==> src/rtl/fmaSpecialPkg.sv <==
package fmaSpecialPkg;

  typedef enum logic [2:0] {
    CLS_ZERO  = 3'd0,
    CLS_NORM  = 3'd1,
    CLS_DNORM = 3'd2,
    CLS_INF   = 3'd3,
    CLS_QNAN  = 3'd4,
    CLS_SNAN  = 3'd5
  } opClass_e;

  // Source selector for the bypass result
  typedef enum logic [2:0] {
    PICK_NONE = 3'd0,
    PICK_Z    = 3'd1,
    PICK_X    = 3'd2,
    PICK_Y    = 3'd3,
    PICK_DFLT = 3'd4,
    PICK_INF  = 3'd5
  } pick_e;

  // Strobes from control to datapath
  typedef struct packed {
    pick_e      pick;
    logic       quiet;
    logic       infSign;
    logic       invalid;
    logic       proceed;
    logic [2:0] normReq;   // {z, y, x}
  } strobe_t;

  localparam int OP_Z = 0;
  localparam int OP_X = 1;
  localparam int OP_Y = 2;
  localparam int NUM_OPS = 3;

endpackage

==> src/rtl/fmaSpecialCtrl.sv <==
module fmaSpecialCtrl
  import fmaSpecialPkg::*;
(
  input  opClass_e zCls,
  input  opClass_e xCls,
  input  opClass_e yCls,
  input  logic     zSign,
  input  logic     xSign,
  input  logic     ySign,
  input  logic     negProduct,
  output strobe_t  ctl,
  output logic     prodSign
);

  logic xSnan, ySnan, zSnan, xQnan, yQnan, zQnan;
  logic prodInf, prodZero, zInf;

  always_comb begin
    xSnan    = (xCls == CLS_SNAN);
    ySnan    = (yCls == CLS_SNAN);
    zSnan    = (zCls == CLS_SNAN);
    xQnan    = (xCls == CLS_QNAN);
    yQnan    = (yCls == CLS_QNAN);
    zQnan    = (zCls == CLS_QNAN);
    zInf     = (zCls == CLS_INF);
    prodInf  = (xCls == CLS_INF) || (yCls == CLS_INF);
    prodZero = (xCls == CLS_ZERO) || (yCls == CLS_ZERO);
  end

  assign prodSign = xSign ^ ySign ^ negProduct;

  // Fixed priority decision chain
  always_comb begin
    ctl = '0;
    ctl.pick = PICK_NONE;
    if (zSnan) begin
      ctl.pick = PICK_Z; ctl.quiet = 1'b1; ctl.invalid = 1'b1;
    end else if (xSnan) begin
      ctl.pick = PICK_X; ctl.quiet = 1'b1; ctl.invalid = 1'b1;
    end else if (ySnan) begin
      ctl.pick = PICK_Y; ctl.quiet = 1'b1; ctl.invalid = 1'b1;
    end else if (xQnan) begin
      ctl.pick = PICK_X;
    end else if (yQnan) begin
      ctl.pick = PICK_Y;
    end else if (zQnan) begin
      ctl.pick = PICK_Z;
    end else if (prodInf && prodZero) begin
      ctl.pick = PICK_DFLT; ctl.invalid = 1'b1;
    end else if (prodInf) begin
      if (zInf && (zSign != prodSign)) begin
        ctl.pick = PICK_DFLT; ctl.invalid = 1'b1;
      end else begin
        ctl.pick = PICK_INF; ctl.infSign = prodSign;
      end
    end else if (zInf) begin
      ctl.pick = PICK_INF; ctl.infSign = zSign;
    end else if (prodZero) begin
      ctl.pick = PICK_Z;
    end else begin
      ctl.proceed = 1'b1;
      ctl.normReq = {zCls == CLS_DNORM, yCls == CLS_DNORM, xCls == CLS_DNORM};
    end
  end

  // Guards on the strobe bundle
  always_comb begin
    p_one_path_r1: assert ($onehot({ctl.pick != PICK_NONE, ctl.proceed}));
    p_norm_gated_r10: assert (ctl.proceed || (ctl.normReq == 3'b000));
    p_invalid_src_r6: assert (!ctl.invalid || ctl.quiet || (ctl.pick == PICK_DFLT));
    p_quiet_snan_r3: assert (!ctl.quiet || ctl.invalid);
  end

endmodule

==> src/rtl/fmaSpecialData.sv <==
module fmaSpecialData
  import fmaSpecialPkg::*;
#(
  parameter int EXP_W  = 11,
  parameter int FRAC_W = 52
) (
  input  strobe_t                    ctl,
  input  logic [EXP_W+FRAC_W:0]      zRaw,
  input  logic [EXP_W+FRAC_W:0]      xRaw,
  input  logic [EXP_W+FRAC_W:0]      yRaw,
  output logic                       bypassValid,
  output logic [EXP_W+FRAC_W:0]      bypassResult
);

  localparam int W    = 1 + EXP_W + FRAC_W;
  localparam int QBIT = FRAC_W - 1;
  localparam logic [W-1:0] DFLT_NAN =
    {1'b0, {EXP_W{1'b1}}, 1'b1, {(FRAC_W-1){1'b0}}};
  localparam logic [W-2:0] INF_MAG = {{EXP_W{1'b1}}, {FRAC_W{1'b0}}};

  logic [W-1:0] opRaw [NUM_OPS];
  logic [W-1:0] opOut [NUM_OPS];

  assign opRaw[OP_Z] = zRaw;
  assign opRaw[OP_X] = xRaw;
  assign opRaw[OP_Y] = yRaw;

  // Per-operand quieting path
  for (genvar i = 0; i < NUM_OPS; i++) begin : gQuiet
    always_comb begin
      opOut[i] = opRaw[i];
      if (ctl.quiet) opOut[i][QBIT] = 1'b1;
    end
  end

  always_comb begin
    unique case (ctl.pick)
      PICK_Z:    bypassResult = opOut[OP_Z];
      PICK_X:    bypassResult = opOut[OP_X];
      PICK_Y:    bypassResult = opOut[OP_Y];
      PICK_DFLT: bypassResult = DFLT_NAN;
      PICK_INF:  bypassResult = {ctl.infSign, INF_MAG};
      default:   bypassResult = '0;
    endcase
  end

  assign bypassValid = (ctl.pick != PICK_NONE);

  // Shape checks on the formed result
  always_comb begin
    p_quiet_shape_r2: assert (!(bypassValid && ctl.quiet) || bypassResult[QBIT]);
    p_inf_shape_r7: assert (!(ctl.pick == PICK_INF) ||
                            (bypassResult[W-2:0] == INF_MAG));
    p_idle_zero_r10: assert (bypassValid || (bypassResult == '0));
  end

endmodule

==> src/rtl/fma_special_resolve.sv <==
module fma_special_resolve
  import fmaSpecialPkg::*;
#(
  parameter int EXP_W  = 11,
  parameter int FRAC_W = 52
) (
  input  logic [2:0]              zClass,
  input  logic [2:0]              xClass,
  input  logic [2:0]              yClass,
  input  logic                    zSign,
  input  logic                    xSign,
  input  logic                    ySign,
  input  logic                    negProduct,
  input  logic [EXP_W+FRAC_W:0]   zRaw,
  input  logic [EXP_W+FRAC_W:0]   xRaw,
  input  logic [EXP_W+FRAC_W:0]   yRaw,
  output logic                    bypassValid,
  output logic [EXP_W+FRAC_W:0]   bypassResult,
  output logic                    invalidOp,
  output logic                    proceed,
  output logic                    normReqZ,
  output logic                    normReqX,
  output logic                    normReqY,
  output logic                    prodSign
);

  strobe_t ctl;

  fmaSpecialCtrl uCtrl (
    .zCls       (opClass_e'(zClass)),
    .xCls       (opClass_e'(xClass)),
    .yCls       (opClass_e'(yClass)),
    .zSign      (zSign),
    .xSign      (xSign),
    .ySign      (ySign),
    .negProduct (negProduct),
    .ctl        (ctl),
    .prodSign   (prodSign)
  );

  fmaSpecialData #(.EXP_W(EXP_W), .FRAC_W(FRAC_W)) uData (
    .ctl          (ctl),
    .zRaw         (zRaw),
    .xRaw         (xRaw),
    .yRaw         (yRaw),
    .bypassValid  (bypassValid),
    .bypassResult (bypassResult)
  );

  assign invalidOp = ctl.invalid;
  assign proceed   = ctl.proceed;
  assign normReqX  = ctl.normReq[0];
  assign normReqY  = ctl.normReq[1];
  assign normReqZ  = ctl.normReq[2];

endmodule

==> config.mk <==
export PLATFORM = sky130hd
export DESIGN_NAME = fma_special_resolve
export DESIGN_NICKNAME = d
export VERILOG_FILES = /design/src/rtl/fmaSpecialPkg.sv /design/src/rtl/fmaSpecialCtrl.sv /design/src/rtl/fmaSpecialData.sv /design/src/rtl/fma_special_resolve.sv
export SDC_FILE = /design/constraint.sdc
export NUM_CORES = 1
export LEC_CHECK = 0
export BUFFER_PORTS_ARGS = -buffer_cell sky130_fd_sc_hd__buf_2
export CAP_MARGIN = 20
export CORE_AREA = 2 2 108 110
export DETAILED_ROUTE_END_ITERATION = 12
export DIE_AREA = 0 0 110 112
export PLACE_DENSITY = 0.52
export SLEW_MARGIN = 20
export SYNTH_ARGS = -nofsm -noshare
export SYNTH_HDL_FRONTEND = slang
export SYNTH_SLANG_ARGS = --single-unit
export TNS_END_PERCENT = 1
==> constraint.sdc <==
create_clock -name vclk -period 4.5
set_clock_uncertainty 0.15 [all_clocks]
set_input_delay 0.9 -clock vclk [all_inputs]
set_output_delay 0.9 -clock vclk [all_outputs]
set_load 0.005 [all_outputs]
* After elaboration in Yosys (flattened, before gate mapping)
Index checks and enable logic that the tools add are counted.
** Word-level totals
- Bits in registers :: 0
- Word-level logic and storage cells :: 66
- Output and inout bits :: 71
- Bits of input ports :: 205
** Operators by class
- Bitwise logic cells :: 2
- Muxes and demuxes :: 39
- Equal/unequal tests :: 18
- Reductions and logical operators :: 7
** Operator list (number)
- case mux 64 bit (5 select lines) :: 1
- two-way mux 4 bit :: 9
- == test 3 x 2 -> 1 bit (second input constant) :: 8
- == test 3 bit (second input constant) :: 8
- two-way mux 3 bit :: 7
- two-way mux 1 bit :: 19
- two-way mux 6 bit :: 3
- zero test 3 bit :: 2
- == test 3 x 1 -> 1 bit (second input constant) :: 1
- nonzero test 3 bit :: 1
- logical AND 1 bit :: 2
- logical OR 1 bit :: 2
- XOR 1 bit :: 2
- != test 1 bit :: 1

* Longest topological paths before layout
Gate-level depths: netlist (run 1).
- Depth after elaboration :: 15
- Mapped depth :: 8

* Modules after synthesis
A second synthesis (run 1) with hierarchy kept.
** Second synthesis, totals
- Cell total of the unflattened synthesis :: 289
- Area total of the unflattened synthesis :: 2215.9 µm²
** By module, submodules not included
- fmaSpecialData :: times used 1, area an instance 1890.6 µm², sequential area each 0.0 µm², cells an instance 244
- fmaSpecialCtrl :: times used 1, area an instance 325.3 µm², sequential area each 0.0 µm², cells an instance 45

* Worst setup path before layout (run 1)
No wires, ideal clock.
- Path kind :: input -> output
- Start point :: input port ySign
- End point :: output port bypassResult[42]
- Required time :: 3.450 ns
- Data arrival time :: 2.790 ns
- Path slack :: 0.660 ns
- Stages on the path :: 8
- Cells stage by stage :: xor3_1 xnor2_1 or3b_1 a31oi_4 nor2b_1 buf_4 buf_6 a221o_1
** Between the ends
- Longest elaborated chain between the ends :: 15
** Ends and longest elaborated chain
- start, declared :: RTL line fma_special_resolve.sv:12 : input logic ySign,
- XOR 1 bit (*) (2 in series) :: RTL line fmaSpecialCtrl.sv:30 : assign prodSign = xSign ^ ySign ^ negProduct;
- != test 1 bit (*) :: RTL line fmaSpecialCtrl.sv:51 : if (zInf && (zSign != prodSign)) begin
- logical AND 1 bit (*) :: RTL line fmaSpecialCtrl.sv:51
- two-way mux 1 bit (*) :: RTL line fmaSpecialCtrl.sv:51
- two-way mux 3 bit (*) :: RTL line fmaSpecialCtrl.sv:50 : end else if (prodInf) begin
- two-way mux 3 bit (*) :: RTL line fmaSpecialCtrl.sv:48 : end else if (prodInf && prodZero) begin
- two-way mux 3 bit (*) :: RTL line fmaSpecialCtrl.sv:46 : end else if (zQnan) begin
- two-way mux 3 bit (*) :: RTL line fmaSpecialCtrl.sv:44 : end else if (yQnan) begin
- two-way mux 3 bit (*) :: RTL line fmaSpecialCtrl.sv:42 : end else if (xQnan) begin
- two-way mux 3 bit (*) :: RTL line fmaSpecialCtrl.sv:40 : end else if (ySnan) begin
- two-way mux 4 bit (*) :: RTL line fmaSpecialCtrl.sv:38 : end else if (xSnan) begin
- two-way mux 4 bit (*) :: RTL line fmaSpecialCtrl.sv:36 : if (zSnan) begin
- == test 3 bit, or another cell as far along :: RTL line fmaSpecialData.sv:37 : unique case (ctl.pick)
- case mux 64 bit (5 select lines) (*) :: RTL line fmaSpecialData.sv:37
- end, declared :: RTL line fma_special_resolve.sv:18 : output logic [EXP_W+FRAC_W:0] bypassResult,
Mark *: on every way between the ends. The rest lies on a longest branch, timed or not.

* Final worst setup path (run 1)
- Start point :: input port xClass[2]
- End point :: output port bypassResult[62]
** Between the ends
- Longest elaborated chain between the ends :: 14
** Ends and longest elaborated chain
- start, declared :: RTL line fma_special_resolve.sv:8 : input logic [2:0] xClass,
- zero test 3 bit :: RTL line fmaSpecialCtrl.sv:27 : prodZero = (xCls == CLS_ZERO) || (yCls == CLS_ZERO);
- logical OR 1 bit :: RTL line fmaSpecialCtrl.sv:27
- two-way mux 1 bit :: RTL line fmaSpecialCtrl.sv:58 : end else if (prodZero) begin
- two-way mux 3 bit :: RTL line fmaSpecialCtrl.sv:56 : end else if (zInf) begin
- two-way mux 3 bit :: RTL line fmaSpecialCtrl.sv:50
- two-way mux 3 bit :: RTL line fmaSpecialCtrl.sv:48
- two-way mux 3 bit :: RTL line fmaSpecialCtrl.sv:46
- two-way mux 3 bit :: RTL line fmaSpecialCtrl.sv:44
- two-way mux 3 bit :: RTL line fmaSpecialCtrl.sv:42
- two-way mux 3 bit :: RTL line fmaSpecialCtrl.sv:40
- two-way mux 4 bit (*) :: RTL line fmaSpecialCtrl.sv:38
- two-way mux 4 bit (*) :: RTL line fmaSpecialCtrl.sv:36
- == test 3 bit, or another cell as far along :: RTL line fmaSpecialData.sv:37
- case mux 64 bit (5 select lines) (*) :: RTL line fmaSpecialData.sv:37
Marked as above.

==> results.md, run 1 <==
- Finished Layout Cells: 634
- Grt met2 use: 0.264
- Max incr delay on CP: 0.46 ns
- Resized Gates After CTS: 0
- Tmin final: between 4 and 5 ns
- Peak VDD IR: 0.0544 mV
- Slowest-stage cell, CP: or3b_1
- Area growth from synthesis to layout: 89.0%
- DR iter-0 viols: 121
- Largest area contributor in the netlist: a221o_1
- Final WL: roughly 9300 µm
- # rows: 39
- Post-CTS Setup Inserts: 0
- Drt pass-1 iters: 4
- Worst EP required: 3.45 ns
- Worst Path Buf+Inv: 3
- Setup tns final: 0 ns
- Fin crit share: 0.965
- Max-cap violations: 0
- Detail Route Antenna Nets: 0
- Most Frequent Cell on Critical Path: buf_2
- Fin Hold WS: 1.94 ns
- Tightest Pin Transition: 0.779 ns
- Mapped Cells: 231
- Final RePlAce weighted congestion: 0.812
- Sequential cell area: 0 µm²
- Largest net degree at the start of global routing: 52
- Register area share after synthesis: 0
- CTS Hold Bufs: 0
- Post-synthesis mux area share: 0.00580
- Clock Power Share: 0
- GRT overflow: 0
- Synth Cell Area: 1730 µm²
- Simple-gate share of the synthesized area: 0.360
- Die Y: approximately 110 µm
- Leakage power: 1.71 nW
- Syn avg cell area: 7.47 µm²
- Cell total after placement: 633
- Switch Pwr: 225 µW
- I/O Pins: roughly 280
- First-pass GRT wire length: 13500 µm
- Crit path arrival time: 3.29 ns
- Post-DP HPWL: 7840 µm
- Syn nets: 436
- PortBufs: 276
- Synth Warn #: 0
- Pint: around 260 µW
- Number of cells on the critical path: 9
- Count of final setup violators: 0
- Post-synth cell types: 40
- GR Util met3: 0.0158
- Initial antenna violation count: 1
- Worst relative slew slack: 0.479
- Max-slew violation count: 0
- Initial Utilization: 0.154
- Final worst setup slack: roughly 0.16 ns
- Die Area: approximately 12000 µm²
- Num sequential: 0
- Pre-CTS WS: 0.168 ns
- Vias in the first global route: about 3.0k
- Startpoint types: input pin
- Pwr Density: around 150 nW/µm²
- Top-area cell type share of the netlist area: 0.360
- Net Sw Frac: 0.464
- Min-Delay Path Class: in2out
- Via count: 3077
- Die extent in x: 110 µm
- Area contributors post-synth: a221o_1 (36%), nor3b_1 (23%), buf_6 (3.9%)
- Fmax: around 0.23 GHz
- Via-per-instance ratio: 4.85
- Largest family of logic cells by synthesized area: compound AO/OA/AOI/OAI gates
- Drc violations: 0
- GR peak layer: met2
- Worst setup EP type: primary output
- Critical path class: in2out
- Routed wire per std cell: ~15 µm
- Sequential share of power: 0
- GRT Util Overall: 0.132
- Fin. Hold Viols: 0
- Combinational Power Share: 1.000
- Unrepaired setup endpoints after global routing: false
- Footprint of the multi-input gates: 1540 µm²
- Worst hold stages: 3
- Fillcell total: 1231
- Core Area: 11200 µm²
- Largest fanout on the critical path: 30
- Status: finished, final reports clean
- Delay-heaviest family, CP: compound AO/OA/AOI/OAI gates
- Critical Path, Cell by Cell: buf_2 -> nand3b_1 -> a211oi_2 -> or3b_1 -> a31oi_4 -> buf_12 -> nor2_1 -> a221o_1 -> buf_2
- # clk buffers: 0
- Synth Area in Compound Gates: 0.495
- Ratio of cells with drive above 1 in the final layout: 0.602
- Final #Nets: 697
- Met1 Use GR: 0.152
- XOR/XNOR Fraction of Synth Area: 0.0189
- Post-Synth Adder-Cell Area: 0
## cell usage after synthesis (all sizes together) (3+ instances only)
master	number
nand3b	3
clkbuf	11
o21ai	13
buf	15
or3b	3
a221o	62
inv	14
nor3b	53
nand2b	3
a31oi	4
nand3	3
a21oi	5
nand2	9
nor2	6
## logic make-up (layout without fill, tap and decap cells)
family,count (synthesis),after routing
other cells,0,1
xor+xnor,2,2
mux,1,1
simple gates,93,93
buf+inv,40,299
compound gates,95,95
## final cells by class
class                      count  area share
inverter                      14      0.0161
antenna                        1    0.000767
multi-input combinational    191       0.472
timing repair buffer         285       0.456
tap                          143      0.0549
## final timing paths
check                     start               end  slack (ns)
worst max-delay path  xClass[2]  bypassResult[62]        0.16
worst min-delay path   zRaw[47]  bypassResult[47]        1.94
## layout by cell type (no fill, tap or decap), drive strengths merged
master and instances:
xnor2 1, inv 14, nand3b 3, or3b 3, nor3 2, nand3 3, nor4b 2, o22ai 1
xor3 1, a221o 62, a31o 2, nand2b 3, o31ai 1, nor3b 53, nor2 6, a2111oi 1
nand4 1, a21oi 5, or3 1, a31oi 4, and2 1, nand2 9, buf 285, o2111ai 2
or2 1, nor2b 2, o21ai 13, and3 1, o211a 1, mux2i 1, diode 1, a211oi 2
a2bb2oi 1, nor4 2
## layer usage
layer	up-vias	routed length, µm	part of all wire
met3	2	843	0.091
li1	1492	-	-
met2	173	4750	0.51
met4	0	30	0.0032
met5	-	0	0
met1	1410	3680	0.40
## power by group through the flow
stage / registers, mW / logic [mW] / clock network [mW]
after CTS: 0 / 0.492 / 0
after floorplan: 0 / 0.255 / 0
final: 0 / 0.484 / 0.0000000298
after global placement: 0 / 0.486 / 0
after detailed placement: 0 / 0.490 / 0
after global routing: 0 / 0.536 / 0
## per-stage QoR
stage | util | instance area (µm²) | power (mW)
final | 0.292 | 3260 | 0.484
after global placement | 0.292 | 3260 | 0.486
after floorplan | - | 1730 | 0.255
after detailed placement | 0.292 | 3260 | 0.490
after CTS | 0.292 | 3260 | 0.492
after global routing | 0.292 | 3260 | 0.536
(Power assumes the default switching activity.)
==> run 2, diff against run 1 <==
--- a/config.mk
+++ b/config.mk
@@ -5,13 +5,14 @@
 export SDC_FILE = /design/constraint.sdc
 export NUM_CORES = 1
 export LEC_CHECK = 0
+export ABC_AREA = 1
 export BUFFER_PORTS_ARGS = -buffer_cell sky130_fd_sc_hd__buf_2
 export CAP_MARGIN = 20
-export CORE_AREA = 2 2 108 110
+export CORE_AREA = 2 2 107 109
 export DETAILED_ROUTE_END_ITERATION = 12
-export DIE_AREA = 0 0 110 112
-export PLACE_DENSITY = 0.52
-export SLEW_MARGIN = 20
+export DIE_AREA = 0 0 109 111
+export PLACE_DENSITY = 0.53
+export SLEW_MARGIN = 10
 export SYNTH_ARGS = -nofsm -noshare
 export SYNTH_HDL_FRONTEND = slang
 export SYNTH_SLANG_ARGS = --single-unit
==> results.md, run 2 <==
- Synth Cell Area: 1770 µm² (was 1730 µm²)
- Peak VDD IR: 0.0567 mV (was 0.0544 mV)
- Area growth from synthesis to layout: 81.6% (was 89.0%)
- Power, Total: 439 µW (was 484 µW)
- Finished Layout Cells: 766 (was 634)
- Post-CTS Setup Inserts: 0 (unchanged)
- # rows: 39 (unchanged)
- Worst hold stages: 4 (was 3)
- Detail Route Antenna Nets: 0 (unchanged)
- Max-slew violation count: 0 (unchanged)
- Fin. Hold Viols: 0 (unchanged)
- Final #Nets: 830 (was 697)
- Final WL: 9030 µm (was 9300 µm)
- Sequential cell area: 0 µm² (unchanged)
- Syn avg cell area: 4.87 µm² (was 7.47 µm²)
- GR Util met3: 0.0141 (was 0.0158)
- Pwr Density: 137 nW/µm² (was 149 nW/µm²)
- I/O Pins: 276 (unchanged)
- Worst EP required: 3.45 ns (about the same)
- Routed wire per std cell: 11.8 µm (was 14.7 µm)
- Top-area cell type share of the netlist area: 0.395 (was 0.360)
- Core Area: 11100 µm² (was 11200 µm²)
- Register area share after synthesis: 0 (unchanged)
- Placement Cell Area: 3210 µm² (was 3260 µm²)
- Mapped Cells: 363 (was 231)
- Ratio of cells with drive above 1 in the final layout: 0.480 (was 0.602)
- Critical path class: in2out (unchanged)
- PortBufs: 276 (unchanged)
- Largest fanout on the critical path: 28 (was 30)
- Drt pass-1 iters: 4 (unchanged)
- Post-DP HPWL: 7490 µm (was 7840 µm)
- Die Area: 12100 µm² (was 12300 µm²)
- First-pass GRT wire length: 13800 µm (was 13500 µm)
- Final RePlAce weighted congestion: 0.820 (was 0.812)
- Worst setup EP type: primary output (unchanged)
- Vias in the first global route: 3029 (was 2975)
- Grt met2 use: 0.258 (was 0.264)
- Count of final setup violators: 0 (unchanged)
- GR peak layer: met2 (unchanged)
- GRT Util Overall: 0.135 (was 0.132)
- DR iter-0 viols: 212 (was 121)
- Via count: 3243 (was 3077)
- GRT overflow: 0 (unchanged)
- Final instance area: 3210 µm² (was 3260 µm²)
- Most frequent cell after synthesis: nand2_1 (was a221o_1)
- Fmax: 0.260 GHz (was 0.230 GHz)
- Via-per-instance ratio: 4.23 (was 4.85)
- Drc violations: 0 (unchanged)
- Core Util, Final: 0.290 (was 0.292)
- Leakage power: 1.97 nW (was 1.71 nW)
- Synth top cells by count: nand2_1 (186), nand3_1 (78), inv_1 (21), nand4_1 (21), buf_6 (10) (was a221o_1 (62), nor3b_1 (53), inv_1 (14))
- Largest area contributor in the netlist: nand2_1 (was a221o_1)
- Initial Utilization: 0.159 (was 0.154)
- Synth Warn #: 0 (unchanged)
- CTS Hold Bufs: 0 (unchanged)
- # clk buffers: 0 (unchanged)
- Met1 Use GR: 0.164 (was 0.152)
- Worst relative slew slack: 0.626 (was 0.479)
- Syn nets: 568 (was 436)
- Diodes inserted: 0 (was 1)
- Setup tns final: 0 ns (unchanged)
- Fillcell total: 1279 (was 1231)
- Post-synth cell types: 29 (was 40)
- Num sequential: 0 (unchanged)
- Most frequent cells in the layout: buf_2 (276), nand2_1 (186), nand3_1 (78) (was buf_2 (276), a221o_1 (62), nor3b_1 (53))
- Max-cap violations: 0 (unchanged)
- Largest net degree at the start of global routing: 55 (was 52)
- Commonest non-fill, non-tap cell in the layout: buf_2 (unchanged)
- Area contributors post-synth: nand2_1 (40%), nand3_1 (22%), nand4_1 (7.4%) (was a221o_1 (36%), nor3b_1 (23%), buf_6 (3.9%))
- Startpoint types: input pin (unchanged)
- Initial antenna violation count: 0 (was 1)
- Fin crit share: 0.855 (was 0.965)
- Tightest Pin Transition: 0.561 ns (was 0.779 ns)
- Tmin final: 3.85 ns (was 4.34 ns)
- Resized Gates After CTS: 0 (unchanged)
- Unrepaired setup endpoints after global routing: false (unchanged)
- Min-Delay Path Class: in2out (unchanged)
- Die extent in x: 109 µm (was 110 µm)
- Crit path arrival time: 2.80 ns (was 3.29 ns)
- Status: finished, final reports clean (unchanged)
- Cell total after placement: 766 (was 633)
- Die Y: 111 µm (was 112 µm)
run 2: cells by family after synthesis:
kind of cell | count (synthesis) | synth area share
AO/OA/AOI/OAI | 10 | 0.0460
AND/OR/NAND/NOR | 310 | 0.810
buffers and inverters | 43 | 0.144
run 2: worst max-delay path: stages:
cell and delay [ns]:
buf_2 0.10, inv_1 0.12, nor2_2 0.06, nand2_2 0.08, nand2_2 0.07, nor2_1 0.12, nand2_1 0.08, nand3_2 0.07
nand2_2 0.08, nand2_8 0.15, nand2_8 0.11, nor2_8 0.34, buf_12 0.23, nand2_1 0.07, nand3_1 0.09, buf_2 0.12
run 2: cell type report:
cell class / instances / area, µm² / share of cell area
Inverter: 22 / 85.1 / 0.0265
Multi-Input combinational cell: 320 / 1510 / 0.472
Timing Repair Buffer: 281 / 1430 / 0.446
Tap cell: 143 / 179 / 0.0558
run 2: per-layer routing:
metal | up-vias | share of wire
li1 | 1714 | -
met1 | 1361 | 0.40
met2 | 160 | 0.50
met3 | 8 | 0.087
met4 | 0 | 0.010
met5 | - | 0
run 2: metrics by stage:
step,hold slack [ns],setup WS [ns]
final,1.91,0.655
after floorplan,1.75,1.29
after CTS,1.92,0.605
after detailed placement,1.91,0.609
after global routing,1.93,0.387
after global placement,1.91,0.598
run 2: report_power, final:
part	switching, mW	total, mW	internal (mW)	leakage (nW)
registers	0	0	0	0
clock network	0	0	0	0
logic	0.234	0.439	0.204	1.97
total	0.234	0.439	0.204	1.97
run 2: path summary, 6_finish.rpt:
path | endpoint | slack, ns | startpoint
setup / recovery | bypassResult[6] | 0.65 | xClass[1]
hold / removal | bypassResult[26] | 1.91 | zRaw[26]
==> run 3, diff against run 2 <==
--- a/config.mk
+++ b/config.mk
@@ -8,10 +8,10 @@
 export ABC_AREA = 1
 export BUFFER_PORTS_ARGS = -buffer_cell sky130_fd_sc_hd__buf_2
 export CAP_MARGIN = 20
-export CORE_AREA = 2 2 107 109
+export CORE_AREA = 2 2 106 108
 export DETAILED_ROUTE_END_ITERATION = 12
-export DIE_AREA = 0 0 109 111
-export PLACE_DENSITY = 0.53
+export DIE_AREA = 0 0 108 110
+export PLACE_DENSITY = 0.56
 export SLEW_MARGIN = 10
 export SYNTH_ARGS = -nofsm -noshare
 export SYNTH_HDL_FRONTEND = slang
==> constraint.sdc (replaced) <==
create_clock -name vclk -period 3.2
set_clock_uncertainty 0.15 [all_clocks]
set_input_delay 0.64 -clock vclk [all_inputs]
set_output_delay 0.64 -clock vclk [all_outputs]
set_load 0.005 [all_outputs]
==> results.md, run 3 (same netlist as run 2, synthesis figures left out) <==
- PortBufs: 276 (unchanged)
- Leakage power: 2.19 nW (was 1.97 nW)
- Most frequent cells in the layout: buf_2 (276), nand2_1 (175), nand3_1 (71) (was buf_2 (276), nand2_1 (186), nand3_1 (78))
- Fin crit share: 0.973
- GRT Util Overall: 0.140 (was 0.135)
- Worst EP required: 2.41 ns (was 3.45 ns)
- Via count: 3536 (was 3243)
- Finished Layout Cells: 788 (was 766)
- Tightest Pin Transition: 0.235 ns (was 0.561 ns)
- First-pass GRT wire length: 13800 µm (about the same)
- Largest fanout on the critical path: 12 (was 28)
- Crit path from: xClass[1] (unchanged)
- Drc violations: 0 (unchanged)
- Die Y: 110 µm (was 111 µm)
- Crit path arrival time: 2.32 ns (was 2.80 ns)
- Post-DP HPWL: 8110 µm (was 7490 µm)
- Final worst setup slack: 0.0866 ns (was 0.655 ns)
- Via-per-instance ratio: 4.49 (was 4.23)
- Commonest non-fill, non-tap cell in the layout: buf_2 (unchanged)
- Num sequential: 0 (unchanged)
- # clk buffers: 0 (unchanged)
- Final RePlAce weighted congestion: 0.814 (was 0.820)
- GRT overflow: 0 (unchanged)
- Initial antenna violation count: 2 (was 0)
- Count of final setup violators: 0 (unchanged)
- Routed wire per std cell: 14.0 µm (was 11.8 µm)
- Initial Utilization: 0.165 (was 0.159)
- Pre-CTS WS: 0.0647 ns (was 0.609 ns)
- Max-cap violations: 0 (unchanged)
- DR iter-0 viols: 202 (was 212)
- Max-slew violation count: 0 (unchanged)
- Sequential cell area: 0 µm² (unchanged)
- Final #Nets: 854 (was 830)
- Detail Route Antenna Nets: 0 (unchanged)
- Worst setup EP type: primary output (unchanged)
- Min-Delay Path Class: in2out (unchanged)
- Worst relative slew slack: 0.843 (was 0.626)
- Fillcell total: 1223 (was 1279)
- Core Area: 10700 µm² (was 11100 µm²)
- Drt pass-1 iters: 4 (unchanged)
- Unrepaired setup endpoints after global routing: true (was false)
- Fmax: 0.321 GHz
- Peak VDD IR: 0.101 mV (was 0.0567 mV)
- Startpoint types: input pin (unchanged)
- Vias in the first global route: 2933 (was 3029)
- Pwr Density: 211 nW/µm² (was 137 nW/µm²)
- Tmin final: 3.11 ns
- Status: finished, final reports clean (unchanged)
- Final WL: 11000 µm (was 9030 µm)
- I/O Pins: 276 (unchanged)
- Cell total after placement: 772 (was 766)
- Fin. Hold Viols: 0 (unchanged)
- Critical path class: in2out (unchanged)
- Ratio of cells with drive above 1 in the final layout: 0.533 (was 0.480)
- CP Capture Point: bypassResult[43] (was bypassResult[6])
- Die Area: 11900 µm² (was 12100 µm²)
- # rows: 38 (was 39)
- CTS Hold Bufs: 0 (unchanged)
- Area growth from synthesis to layout: 109% (was 81.6%)
- Largest net degree at the start of global routing: 38 (was 55)
- Die extent in x: 108 µm (was 109 µm)
## run 3: cell count changes in the layout (fill, tap and decap cells not counted), moves of 2 or more
| cell | before | now |
|---|---|---|
| buf_12 | 1 | 7 |
| nand2_1 | 186 | 175 |
| inv_1 | 21 | 19 |
| buf_4 | 4 | 12 |
| nand2_2 | 4 | 14 |
| clkbuf_16 | 0 | 7 |
| nand3_1 | 78 | 71 |
| nand3_2 | 1 | 8 |
| buf_6 | 0 | 3 |
## run 3: area by class of cell
type                            count  area [µm²]  area share
Antenna cell                        1        2.50    0.000677
Timing Repair Buffer              305        1820       0.493
Inverter                           22        97.6      0.0264
Multi-Input combinational cell    320        1600       0.433
Tap cell                          140         175      0.0474
## run 3: per-layer routing
layer	track usage	share of wire	vias up
met5	0	0.0012	-
met4	0.0183	0.0065	2
met3	0.0259	0.093	10
met2	0.272	0.50	196
met1	0.164	0.40	1558
li1	-	-	1770
## run 3: where the power goes
part / internal (mW) / switching, mW / total [mW]
combinational: 0.390 / 0.389 / 0.779
clock: 0.0000000418 / 0 / 0.0000000418
sequential: 0 / 0 / 0
## run 3: per-stage QoR
step	util	total power [mW]	setup TNS [ns]	hold WS (ns)	area, µm²
6_report	0.345	0.779	0	1.40	3690
3_3_place_gp	0.311	0.664	0	1.39	3320
4_1_cts	0.311	0.667	0	1.40	3320
3_5_place_dp	0.311	0.664	0	1.40	3320
5_1_grt	0.345	0.856	-0.141	1.42	3690
2_1_floorplan	-	0.333	0	1.23	1770
## run 3: worst min path at each step
stage          slack [ns]  cells after the start  startpoint          endpoint
2_1_floorplan        1.23                      2   yClass[1]          normReqY
3_3_place_gp         1.39                      4    zRaw[42]  bypassResult[42]
3_5_place_dp         1.40                      4    zRaw[11]  bypassResult[11]
4_1_cts              1.40                      4    zRaw[11]  bypassResult[11]
5_1_grt              1.42                      4    zRaw[47]  bypassResult[47]
6_report             1.40                      4    zRaw[44]  bypassResult[44]
## run 3: critical path, stage by stage
cell	delay, ns
buf_2	0.11
inv_4	0.07
nor2_4	0.04
nand2_2	0.10
nand2_2	0.08
nor2_2	0.12
nand2_1	0.07
nand3_2	0.08
nand2_4	0.06
nand2_8	0.11
buf_6	0.11
nand3_4	0.06
nand2_4	0.10
clkinv_8	0.10
clkbuf_16	0.18
nand2_1	0.07
nand3_1	0.07
buf_2	0.13
## run 3: what timing repair did
item,CTS,global route
buffers inserted,0,6
endpoints found under the hold margin,0,0
endpoints found under the setup margin,0,48
gates resized for setup,0,30
